File: config.mk
export PLATFORM = sky130hd
export DESIGN_NAME = nco_freq_gen
export DESIGN_NICKNAME = d
export VERILOG_FILES = /design/src/rtl/nco_pkg.sv /design/src/rtl/nco_word_stage.sv /design/src/rtl/nco_phase_acc.sv /design/src/rtl/nco_freq_gen.sv
export SDC_FILE = /design/constraint.sdc
export NUM_CORES = 1
export LEC_CHECK = 0
export BUFFER_PORTS_ARGS = -buffer_cell sky130_fd_sc_hd__buf_2
export CAP_MARGIN = 20
export CELL_PAD_IN_SITES_DETAIL_PLACEMENT = 0
export CELL_PAD_IN_SITES_GLOBAL_PLACEMENT = 1
export CORE_UTILIZATION = 46
export DETAILED_ROUTE_END_ITERATION = 16
export PLACE_DENSITY = 0.84
export SLEW_MARGIN = 15
export SYNTH_ARGS = -nofsm -noshare
export SYNTH_HDL_FRONTEND = slang
export SYNTH_SLANG_ARGS = --single-unit
File: constraint.sdc
create_clock -name clk -period 3.7 [get_ports clk]
set_clock_uncertainty 0.2 [all_clocks]
set_input_delay 0.37 -clock clk [delete_from_list [all_inputs] [get_ports clk]]
set_output_delay 0.37 -clock clk [all_outputs]
set_load 0.005 [all_outputs]
File: src/rtl/nco_pkg.sv
package nco_pkg;

    localparam int BYTE_W = 8;
    localparam int WORD_W = 2 * BYTE_W;
    localparam int MSB    = WORD_W - 1;

    typedef logic [BYTE_W-1:0] byte_t;
    typedef logic [WORD_W-1:0] word_t;

    // Byte-write staging state
    typedef struct packed {
        byte_t hi_pend;
        word_t word;
    } wr_state_t;

    // Phase accumulator state
    typedef struct packed {
        word_t acc;
        logic  sq_d;
    } acc_state_t;

    // Words at or above half scale step by their two's complement
    function automatic word_t fold_step(word_t w);
        word_t r;
        if (w[MSB]) r = word_t'(~w) + word_t'(1);
        else        r = w;
        return r;
    endfunction

endpackage

File: src/rtl/nco_word_stage.sv
module nco_word_stage
    import nco_pkg::*;
(
    input  logic  clk,
    input  logic  rst,
    input  logic  wr_hi,
    input  logic  wr_lo,
    input  byte_t wr_data,
    output word_t word_o
);

    wr_state_t st_q, st_d;

    always_comb begin
        st_d = st_q;
        if (wr_hi) st_d.hi_pend = wr_data;
        if (wr_lo) st_d.word = {st_d.hi_pend, wr_data};
    end

    always_ff @(posedge clk) begin
        if (rst) st_q <= '0;
        else     st_q <= st_d;
    end

    assign word_o = st_q.word;

endmodule

File: src/rtl/nco_phase_acc.sv
module nco_phase_acc
    import nco_pkg::*;
(
    input  logic  clk,
    input  logic  rst,
    input  logic  run,
    input  logic  active,
    input  word_t step,
    output logic  sq,
    output logic  edge_pulse
);

    acc_state_t st_q, st_d;
    logic       sq_now;

    assign sq_now = st_q.acc[MSB] & active;

    always_comb begin
        st_d      = st_q;
        st_d.sq_d = sq_now;
        if (!run) st_d.acc = '0;
        else      st_d.acc = st_q.acc + step;
    end

    always_ff @(posedge clk) begin
        if (rst) st_q <= '0;
        else     st_q <= st_d;
    end

    assign sq         = sq_now;
    assign edge_pulse = sq_now & ~st_q.sq_d;

endmodule

File: src/rtl/nco_freq_gen.sv
module nco_freq_gen
    import nco_pkg::*;
(
    input  logic              clk,
    input  logic              rst,
    input  logic              start,
    input  logic              wr_hi,
    input  logic              wr_lo,
    input  logic [BYTE_W-1:0] wr_data,
    output logic              sq_out,
    output logic              tick
);

    word_t word_q;
    word_t step_w;
    logic  word_nz;

    nco_word_stage u_stage (
        .clk    (clk),
        .rst    (rst),
        .wr_hi  (wr_hi),
        .wr_lo  (wr_lo),
        .wr_data(wr_data),
        .word_o (word_q)
    );

    assign step_w  = fold_step(word_q);
    assign word_nz = |word_q;

    nco_phase_acc u_acc (
        .clk       (clk),
        .rst       (rst),
        .run       (start),
        .active    (word_nz),
        .step      (step_w),
        .sq        (sq_out),
        .edge_pulse(tick)
    );

endmodule

==> flow_summary.ini <==
[synthesis]
yosysWarnings = 0
yosys-top-cells-count = nor2_1 (43), dfxtp_1 (41), ha_1 (19), xnor2_1 (18)
synthAdderAreaFrac_pct = 11.3
synth_seq_cells = 41
synth.avg_cell_area_sq_um = 8.80
synth_edf_count = 0
async_flop_share_pct = 0
synth_compound_area_share_pct = 15.0
ys_types = 38
netlist.top_cell.by_area = dfxtp_1
syn_inst = 258
synth.cell_area_sq_um = 2270
syn_nets = 291
yosysMostFrequentCell = nor2_1
ys.flop_type = dfxtp_1
yosysSeqAreaShare_pct = 36.1
yosys.area_share.simple_pct = 16.3
synth_top_area_share_pct = 36.1
yosys.area_share.xor_xnor_pct = 10.0
synth_top_family_by_area = simple AND/OR/NAND/NOR gates
synth_mux_area_share_pct = 7.05
ys_top_cells_by_area = dfxtp_1 (36%), ha_1 (10%), nor2_1 (7.1%)

[critical_path]
cpMaxStageDelayCell = or4_4
cp_slowest_stage_delay_ns = 0.56
crit_path_end_kind = flop
crit_path_max_fanout = 6
reg2reg_depth = 12
worst_path_dominant_cell_family = simple AND/OR/NAND/NOR gates
worstSetupPathType = flop to flop
cp.required_ns = 3.68
crit_arrival_ns = 3.16
start_kind = flop
cp.depth = 12
cp_cell_sequence = or4_4, or3_4, or3_1, nand2_1, xnor2_1, ha_1, nand3_1, nor2_1, nand3_1, o211ai_1, xor2_1, nor2_1
cp_num_buf_inv = 0

[finish]
antenna_cells = 0
final_cells = 336
drive_gt1_share_pct = 10.0
multi_input_area_sq_um = 1360
final-seq-area_sq_um = 821
nFillCells = 458
fin_nets = 301
syn2layout_area_growth_pct = 8.48

[run]
cap_violations = 0

[clock_tree]
cts_tree = yes
hold_buffers = 0
root_buffer = clkbuf_8
cts_sinks = 41
clock_latency_ns = 0.29
post_cts_buffers = 0
cts-htree-levels = 2
cts_resized = 0
cts-buffers-inserted = 5
clockBufferDepth = 2
clk_pin_slew_worst_paths_ns = 0.08

[routing]
post-route-drc-count = 0
vias_per_cell = 5.08
wire_per_inst_um = 12.4
wl_met3_um = 117
wl_met2_um = 1870
dr.pass1.iters = 4
drtAntennaViolNets = 0
wl_met1_um = 2110
highest_layer = met4
num_vias = 1706
drt_wl_total_um = 4150
drt_iter0_drc = 67

[sta]
tns_ns = 0
rsz0062_at_grt = false
worst_slack_ns = 0.518
max-slew-margin-rel_pct = 63.2
finalCritPeriodShare_pct = 86.0
setup_viol = 0
max_freq_mhz = 314
hold_violations = 0
slew_violations = 0
period_needed_ns = 3.18
tightest_slew_ns = 0.551

[global_routing]
grt-ovfl-total = 0
antenna_found_initial = 0
grt_first_pass_wirelength_um = 7270
grt_start_max_net_pins = 27
grt_usage_pct = 17.9
grt_pass1_vias = 1595

[placement]
placed_cells = 328
pre_cts_ws_ns = 0.546
port_buffers = 14
place_congestion = 0.767
dp_hpwl_um = 3080

[die]
die_h_um = 72.3
fp.dieW_um = 72.3
start_util_pct = 48.1
core_sq_um = 4720
ios = 15
rows = 25
fp.dieArea_sq_um = 5220

[status]
status = completed

[power_and_ir_drop]
p_per_area_nw_per_um2 = 413
vdd_drop_max_v = 0.000294
p_leak_nw = 1.05
power_mw = 1.02

[worst_hold_path]
min_delay_path_depth = 3
hold_path.class = input port to flop
==> metrics by stage <==
stage               hold slack, ns  util (%)  instance area (sq um)
floorplan                    0.256         -                   2270
global placement             0.272      50.3                   2380
detailed placement           0.283      50.3                   2380
CTS                          0.124      52.2                   2460
global route                 0.142      52.2                   2460
finish                       0.137      52.2                   2460
==> routing by layer <==
metal,GRT usage [%],vias to the layer above
met5,0,-
met4,5.88,0
met3,3.33,4
met2,28.3,22
met1,24.6,766
li1,-,914
==> layout make-up <==
cell class                 count  share of cell area (%)
inverter                      12                    1.83
tap                           67                    3.40
sequential                    41                    33.3
multi-input combinational    194                    55.1
clock inverter                 2                   0.609
timing repair buffer          14                    2.84
clock buffer                   6                    2.95
==> report_power, final <==
group          internal, mW  leakage (nW)  switching (mW)  total, mW
clock network         0.133        0.0374           0.158      0.291
logic                 0.101         0.676           0.132      0.233
registers             0.471         0.337          0.0239      0.495
==> kinds of logic (layout without fill, tap and decap cells) <==
family          count (synthesis)  count (layout)
simple gates                   79              79
compound gates                 53              53
flops                          41              41
xor+xnor                       26              26
buf+inv                        23              34
fa+ha+maj                      20              20
mux                            16              16
==> state kept, by name, indices dropped and copies added, names as in the netlist <==
signal          cells
u_acc.st_q         17
u_stage.st_q        8
u_stage.word_o     16
==> final timing paths <==
path | startpoint | to | slack (ns)
setup / recovery | u_stage.word_o[7] | u_acc.st_q[16] | 0.52
hold / removal | wr_data[3] | u_stage.word_o[3] | 0.14
setup reg to reg | u_stage.word_o[7] | u_acc.st_q[16] | 0.52
hold reg to reg | u_stage.st_q[22] | u_stage.st_q[22] | 0.29
==> placed cells by master, fill, tap and decap left out, drive strengths merged, types with 2 or more instances in the layout <==
cell type / n
nor4: 2
a21o: 2
buf: 14
a21oi: 16
clkinvlp: 2
nand4: 2
o21ai: 10
o31ai: 5
or3: 2
xnor2: 18
o211ai: 3
dfxtp: 41
nand3: 7
ha: 19
a211oi: 11
nor2: 43
or2b: 2
mux2i: 16
clkbuf: 6
xor2: 8
nand2: 15
inv: 12
==> worst min-delay path, cell delays in order <==
cell and delay [ns]:
buf_2 0.09, mux2i_1 0.06, nor2_1 0.07
Note: power is estimated with default switching activity, not from simulation.
